--- src/rtl/shared_chk_pkg.sv ---
package shared_chk_pkg;
    typedef enum logic [1:0] {
        POL_IGNORE  = 2'd0,
        POL_LOG     = 2'd1,
        POL_MIGRATE = 2'd2,
        POL_RSVD    = 2'd3
    } err_policy_e;
endpackage

--- src/rtl/scc_err_bank.sv ---
module scc_err_bank
    import shared_chk_pkg::*;
#(
    parameter int NUM_UNITS = 4,
    parameter int ERR_W     = 3,
    parameter int IDX_W     = (NUM_UNITS > 1) ? $clog2(NUM_UNITS) : 1
) (
    input  logic                       clk_i,
    input  logic                       rst_ni,
    input  logic [IDX_W-1:0]           unit_i,
    input  logic                       mism_i,
    input  logic                       lone_end_i,
    input  logic [2*NUM_UNITS-1:0]     policy_i,
    input  logic [NUM_UNITS-1:0]       clr_i,
    output logic [NUM_UNITS-1:0]       flag_o,
    output logic [NUM_UNITS*ERR_W-1:0] cnt_o,
    output logic [NUM_UNITS-1:0]       mig_o,
    output logic [NUM_UNITS-1:0]       tmo_o
);
    localparam logic [ERR_W-1:0] CNT_MAX = {ERR_W{1'b1}};

    typedef struct packed {
        logic [NUM_UNITS-1:0]            flag;
        logic [NUM_UNITS-1:0][ERR_W-1:0] cnt;
        logic [NUM_UNITS-1:0]            mig;
        logic [NUM_UNITS-1:0]            tmo;
    } bank_t;

    bank_t bk_d, bk_q;

    always_comb begin
        bk_d = bk_q;
        for (int k = 0; k < NUM_UNITS; k++) begin
            automatic err_policy_e pol = err_policy_e'(policy_i[2*k +: 2]);
            automatic logic        sel = (unit_i == IDX_W'(k));
            automatic logic        hit = mism_i && sel && (pol != POL_IGNORE);
            if (clr_i[k]) begin
                bk_d.flag[k] = 1'b0;
                bk_d.cnt[k]  = '0;
            end else if (hit) begin
                bk_d.flag[k] = 1'b1;
                if (bk_q.cnt[k] != CNT_MAX) bk_d.cnt[k] = bk_q.cnt[k] + ERR_W'(1);
            end
            bk_d.mig[k] = hit && !clr_i[k] && (pol == POL_MIGRATE);
            bk_d.tmo[k] = lone_end_i && sel;
        end
    end

    always_ff @(posedge clk_i or negedge rst_ni) begin
        if (!rst_ni) bk_q <= '0;
        else         bk_q <= bk_d;
    end

    assign flag_o = bk_q.flag;
    assign cnt_o  = bk_q.cnt;
    assign mig_o  = bk_q.mig;
    assign tmo_o  = bk_q.tmo;

    for (genvar g = 0; g < NUM_UNITS; g++) begin : g_unit_chk
        // a flag only rises after a counted mismatch for this unit
        p_flag_cause_r5: assert property (@(posedge clk_i) disable iff (!rst_ni)
            $rose(flag_o[g]) |-> $past(mism_i && unit_i == IDX_W'(g)
                                       && policy_i[2*g +: 2] != 2'b00));
        // the counter never wraps
        p_no_wrap_r8: assert property (@(posedge clk_i) disable iff (!rst_ni)
            ($past(cnt_o[g*ERR_W +: ERR_W]) == CNT_MAX && !$past(clr_i[g]))
            |-> cnt_o[g*ERR_W +: ERR_W] == CNT_MAX);
        // a clear empties the unit's record
        p_clear_r9: assert property (@(posedge clk_i) disable iff (!rst_ni)
            clr_i[g] |=> (!flag_o[g] && cnt_o[g*ERR_W +: ERR_W] == '0 && !mig_o[g]));
    end
endmodule

--- config.mk ---
export PLATFORM = sky130hd
export DESIGN_NAME = scc_err_bank
export DESIGN_NICKNAME = d
export VERILOG_FILES = /design/src/rtl/shared_chk_pkg.sv /design/src/rtl/scc_err_bank.sv
export SDC_FILE = /design/constraint.sdc
export NUM_CORES = 1
export LEC_CHECK = 0
export ABC_AREA = 1
export ABC_CLOCK_PERIOD_IN_PS = 1300
export BUFFER_PORTS_ARGS = -buffer_cell sky130_fd_sc_hd__buf_2
export CAP_MARGIN = 10
export CORE_MARGIN = 4
export CORE_UTILIZATION = 30
export CTS_CLUSTER_SIZE = 16
export DETAILED_ROUTE_END_ITERATION = 10
export GPL_ROUTABILITY_DRIVEN = 0
export MAX_ROUTING_LAYER = met4
export SYNTH_ARGS = -nofsm -noshare
export SYNTH_HDL_FRONTEND = slang
export SYNTH_SLANG_ARGS = --single-unit
--- constraint.sdc ---
create_clock -name clk_i -period 1.3 [get_ports clk_i]
set_input_delay 0.065 -clock clk_i [delete_from_list [all_inputs] [get_ports clk_i]]
set_output_delay 0.065 -clock clk_i [all_outputs]
set_load 0.01 [all_outputs]
==> impl_metrics.yaml, run 1 <==
run_status:
  status: "finished, final reports clean"
critical_path:
  critPathBufInv: 0
  worstSetupStartpointType: "register"
  cp.required_ns: 1.46
  critPathLaunch: "cnt_o[0]"
  slowest_delay_ns: 0.41
  reg2reg_depth: 6
  path_delay_family: "flip-flops"
  crit_type: "register to register"
  worst-path-stages: 6
  reg2reg_from: "cnt_o[0]"
  worstSetupEndpointType: "register"
  cp_max_fo: 4
  crit_chain: "ha_1, ha_1, nand2_2, nand2_1, nand2_1, nand2_1"
  rrSetupSlack_ns: 0.11
  crit_path_end: "cnt_o[1]"
  slowest_stage: "dfrtp_1"
  cp_common_cell: "nand2_1"
  r2r-end: "cnt_o[1]"
  crit_arrival_ns: 1.35
clock_network:
  htreeDepth: 1
  cts.sinks: 24
  cts_tree: "built"
  clk_latency_ns: 0.27
  cts.path.max_buffers: 2
  numCtsBuffers: 3
  root_buffer: "clkbuf_8"
  clk_pin_slew_ns: 0.09
flow_run:
  cap_violations: 0
drt:
  firstDrtPassIters: 4
  post-route-drc-count: 0
  vias: 1073
  wl_per_cell_um: 11.2
  vias_per_cell: 4.38
  wl_mm: 2.74
  drt_iter0_drc: 43
  final_antenna_net_count: 0
timing:
  hold_violations: 0
  drv_slew: 0
  tightestPinTransition_ns: 0.530
  skew_ns: 0.00814
  holdWs_ns: 0.0216
  setup_viol_count_final: 0
  slew_headroom_pct: 64.7
  period_needed_ns: 1.19
  min_period_over_period_pct: 91.7
  fmax_mhz: 839
global_route:
  grt-ovfl-total: 0
  grt_pass1_wl_mm: 4.71
  grt_use_total_pct: 11.9
  grt_antenna_before_repair: 0
  grt_max_degree: 25
  grt_pass1_vias: 1053
floorplanning:
  start_util_pct: 31.6
  die_w_um: 70.5
  pin_count: 42
  dieArea_um2: 4980
  rows: 22
  core_um2: 3720
  fp.dieH_um: 70.5
cells_and_area:
  final_common_cell: "buf_2"
  final_cell_mix: "buf_2, nand2_1, dfrtp_1"
  nets: 224
  drive_above_1_share_pct: 31.5
  areaGrowthSynthToFinish_pct: 40.0
  diodes: 0
  fillers: 387
  fin_cells: 245
  final_area_um2: 1640
logic_synthesis:
  yosysWarnings: 0
  ys_seq_elements: 24
  ys_seq_area_share_pct: 51.2
  netlist_area_um2: 1170
  yosys.area.top_type: "dfrtp_1"
  synth_area_leaders: "dfrtp_1, nand2_1, ha_1"
  synth.avg_cell_area_um2: 8.44
  yosysUniqueCellTypes: 15
  yosys.area.top_type_share_pct: 51.2
  synth_cells: 139
  syn_nets: 165
placement:
  dp_cells: 228
  place_area_um2: 1440
  place_hpwl_mm: 2.10
  numPortBuffers: 41
power:
  power_leakage_nw: 0.969
  p_per_area_nw_per_um2: 1060
  peakVddDrop_v: 0.000651
min_path:
  hp-start: "unit_i[1]"
  min-delay-path-class: "input port to register"
-- how the worst min path moves through the flow --
stage	endpoint	slack (ns)	depth (start not counted)
2_1_floorplan	cnt_o[0]	-0.23	0
3_3_place_gp	mig_o[2]	0.09	1
3_5_place_dp	mig_o[3]	0.09	1
4_1_cts	tmo_o[0]	0.00006	2
5_1_grt	tmo_o[0]	0.02	2
6_report	tmo_o[0]	0.02	2
-- repair_timing --
item | in CTS | in global routing
setup buffers | 0 | 5
hold buffers | 8 | 0
gates resized for setup | 0 | 5
setup endpoints to repair | 0 | 10
endpoints found under the hold margin | 31 | 0
-- synth_stat cells --
master / n
nand3_1: 11
nor4_1: 1
nand3b_1: 2
nor2_4: 2
nor3_1: 2
nand4_1: 6
nand2_2: 2
nor2_2: 3
o21ai_1: 1
a21oi_1: 1
nand2_1: 40
ha_1: 8
dfrtp_1: 24
inv_1: 19
nor2_1: 17
-- stage by stage --
stage	setup slack, ns	utilization [%]	setup TNS [ns]	total power, W
after floorplan	0.109	-	0	0.000952
after global routing	-0.00833	44.2	-0.0155	0.00185
after global placement	0.0702	38.7	0	0.00107
after CTS	0.0645	42.8	0	0.00176
after detailed placement	0.0789	38.7	0	0.00107
final	0.108	44.2	0	0.00174
-- cell families (layout without fill, tap and decap cells) --
| kind of cell | after synthesis | count (layout) | share of synthesized area, % |
|---|---|---|---|
| fa+ha+maj | 8 | 8 | 8.53 |
| simple gates | 86 | 86 | 33.4 |
| compound gates | 2 | 2 | 0.852 |
| flops | 24 | 24 | 51.2 |
| buf+inv | 19 | 77 | 6.08 |
-- sequential cells by signal, summed over array words and instances, names as in the netlist --
| signal | cells |
|---|---|
| mig_o | 4 |
| tmo_o | 4 |
| flag_o | 4 |
| cnt_o | 12 |
-- worst reg2reg max path: stages (launching register included) --
cell and delay (ns):
dfrtp_1 0.41, ha_1 0.21, ha_1 0.18, nand2_2 0.09, nand2_1 0.09, nand2_1 0.06
nand2_1 0.05
-- report_power, final --
group          switching, W  internal (W)  leakage, nW  total [W]
Clock              0.000234      0.000412       0.0357   0.000646
Combinational      0.000156      0.000129        0.608   0.000285
Sequential        0.0000281      0.000784        0.325   0.000812
Total              0.000419       0.00132        0.969    0.00174
-- metal layers --
layer / vias to the layer above / global-route usage (%) / part of all wire (%)
met1: 486 / 14.6 / 44
met2: 29 / 19.2 / 49
met3: 2 / 2.70 / 6.1
li1: 556 / - / -
met5: - / - / 0
met4: 0 / 4.38 / 1.3
-- layout make-up --
class	instances	area (um^2)	area share, %
timing repair buffer	54	323	19.6
sequential	24	601	36.6
inverter	19	71.3	4.34
multi-input combinational	96	517	31.5
clock buffer	3	41.3	2.51
clock inverter	1	30.0	1.83
tap	48	60.1	3.66
Power figures use the tool's default switching activity.
==> inputs of run 2 (changes only) <==
--- a/config.mk
+++ b/config.mk
@@ -14,6 +14,7 @@
 export CTS_CLUSTER_SIZE = 16
 export DETAILED_ROUTE_END_ITERATION = 10
 export GPL_ROUTABILITY_DRIVEN = 0
+export HOLD_SLACK_MARGIN = 0.03
 export MAX_ROUTING_LAYER = met4
 export SYNTH_ARGS = -nofsm -noshare
 export SYNTH_HDL_FRONTEND = slang
==> impl_metrics.yaml, run 2 (synthesis gave the netlist of run 1 again) <==
drt:
  firstDrtPassIters: 4
  final_antenna_net_count: 0
  wl_mm: 2.75
  wl_per_cell_um: 11.1
  post-route-drc-count: 0
  drt_iter0_drc: 38
  vias: 1085
  vias_per_cell: 4.38
min_path:
  worstHoldEndpoint: "mig_o[3]"
  min-delay-path-class: "input port to register"
  hold_depth: 3
  hp-start: "policy_i[7]"
power:
  p_switching_w: 0.000420
  p_per_area_nw_per_um2: 1050
  clkPwrFrac_pct: 36.9
  power_leakage_nw: 0.984
  peakVddDrop_v: 0.000651
  pwr-share-comb_pct: 16.6
  power.internal_w: 0.00133
  swShare_pct: 24.0
  seqPwrFrac_pct: 46.4
floorplanning:
  pin_count: 42
  start_util_pct: 31.6
  fp.dieH_um: 70.5
  rows: 22
  core_um2: 3720
  dieArea_um2: 4980
  die_w_um: 70.5
placement:
  dp_worst_setup_slack_ns: 0.0789
  place_hpwl_mm: 2.10
  dp_cells: 228
  numPortBuffers: 41
cells_and_area:
  nets: 227
  areaGrowthSynthToFinish_pct: 42.5
  final_cell_mix: "buf_2, nand2_1, dfrtp_1"
  final_common_cell: "buf_2"
  diodes: 0
  drive_above_1_share_pct: 31.0
  fin_cells: 248
  largest_reg_flops: 12
global_route:
  grt_use_total_pct: 11.9
  grt_antenna_before_repair: 0
  grt.met1_usage_pct: 14.5
  grt_pass1_wl_mm: 4.72
  grt-ovfl-total: 0
  grt_pass1_vias: 1060
  grt_max_degree: 25
  use_met2_pct: 19.4
  gr-usage-met3_pct: 2.70
  grt_most_used_layer: "met2"
timing:
  min_period_over_period_pct: 97.1
  skew_ns: 0.00828
  slew_headroom_pct: 64.7
  period_needed_ns: 1.26
  tns_ns: 0
  fmax_mhz: 792
  setup_viol_count_final: 0
  hold_violations: 0
  holdWs_ns: 0.0499
  tightestPinTransition_ns: 0.530
  drv_slew: 0
  setup_ws_ns: 0.0372
clock_network:
  cts_tree: "built"
  cts.path.max_buffers: 2
  clk_pin_slew_ns: 0.09
  numCtsBuffers: 3
  clk_latency_ns: 0.27
  cts.sinks: 24
  htreeDepth: 1
  root_buffer: "clkbuf_8"
critical_path:
  worstSetupEndpointType: "register"
  cp_max_fo: 5
  reg2reg_depth: 6
  reg2reg_from: "cnt_o[0]"
  crit_arrival_ns: 1.47
  crit_type: "input port to register"
  cp.required_ns: 1.51
  r2r-end: "cnt_o[1]"
  worstSetupStartpointType: "input port"
  rrSetupSlack_ns: 0.11
run_status:
  status: "finished, final reports clean"
flow_run:
  cap_violations: 0
run 2: worst max-delay path by stage:
stage                          from       end  cells past startpoint
after floorplan            cnt_o[0]  cnt_o[0]                      6
after global placement     cnt_o[0]  cnt_o[0]                      6
after detailed placement   cnt_o[0]  cnt_o[1]                      6
after CTS                 unit_i[0]  tmo_o[0]                      4
after global routing       cnt_o[0]  cnt_o[1]                      6
final                     unit_i[0]  tmo_o[0]                      4
run 2: stage by stage:
step	total power [W]	instance area, um^2	utilization, %
after detailed placement	0.00107	1440	38.7
after global routing	0.00186	1670	45.0
after floorplan	0.000952	1170	-
final	0.00175	1670	45.0
after global placement	0.00107	1440	38.7
after CTS	0.00176	1620	43.6
run 2: layer usage:
layer | up-vias | share of wire, %
met5 | - | 0
met4 | 0 | 1.3
met3 | 2 | 6.1
met2 | 29 | 49
met1 | 493 | 44
li1 | 561 | -
run 2: what timing repair did:
action / CTS / global route
hold buffers: 11 / 0
gates resized for setup: 0 / 5
setup buffers: 0 / 5
endpoints found under the setup margin: 0 / 10
endpoints found under the hold margin: 32 / 0
run 2: final cells by class:
class                      instances  area [um^2]
multi-input combinational         96          517
tap                               48         60.1
inverter                          19         71.3
clock inverter                     1         30.0
fill                             380         2040
timing repair buffer              57          353
sequential                        24          601
clock buffer                       3         41.3
run 2: critical path, stage by stage:
cell and delay (ns):
dlygate4sd3_1 0.54, buf_2 0.15, nor3_1 0.16, dlygate4sd3_1 0.56
run 2: power by group through the flow:
stage | Combinational, W | Sequential [W] | Clock, W
after floorplan | 0.000106 | 0.000845 | 0
after global placement | 0.000238 | 0.000830 | 0
after detailed placement | 0.000239 | 0.000831 | 0
after CTS | 0.000264 | 0.000817 | 0.000680
after global routing | 0.000334 | 0.000818 | 0.000704
final | 0.000291 | 0.000812 | 0.000646
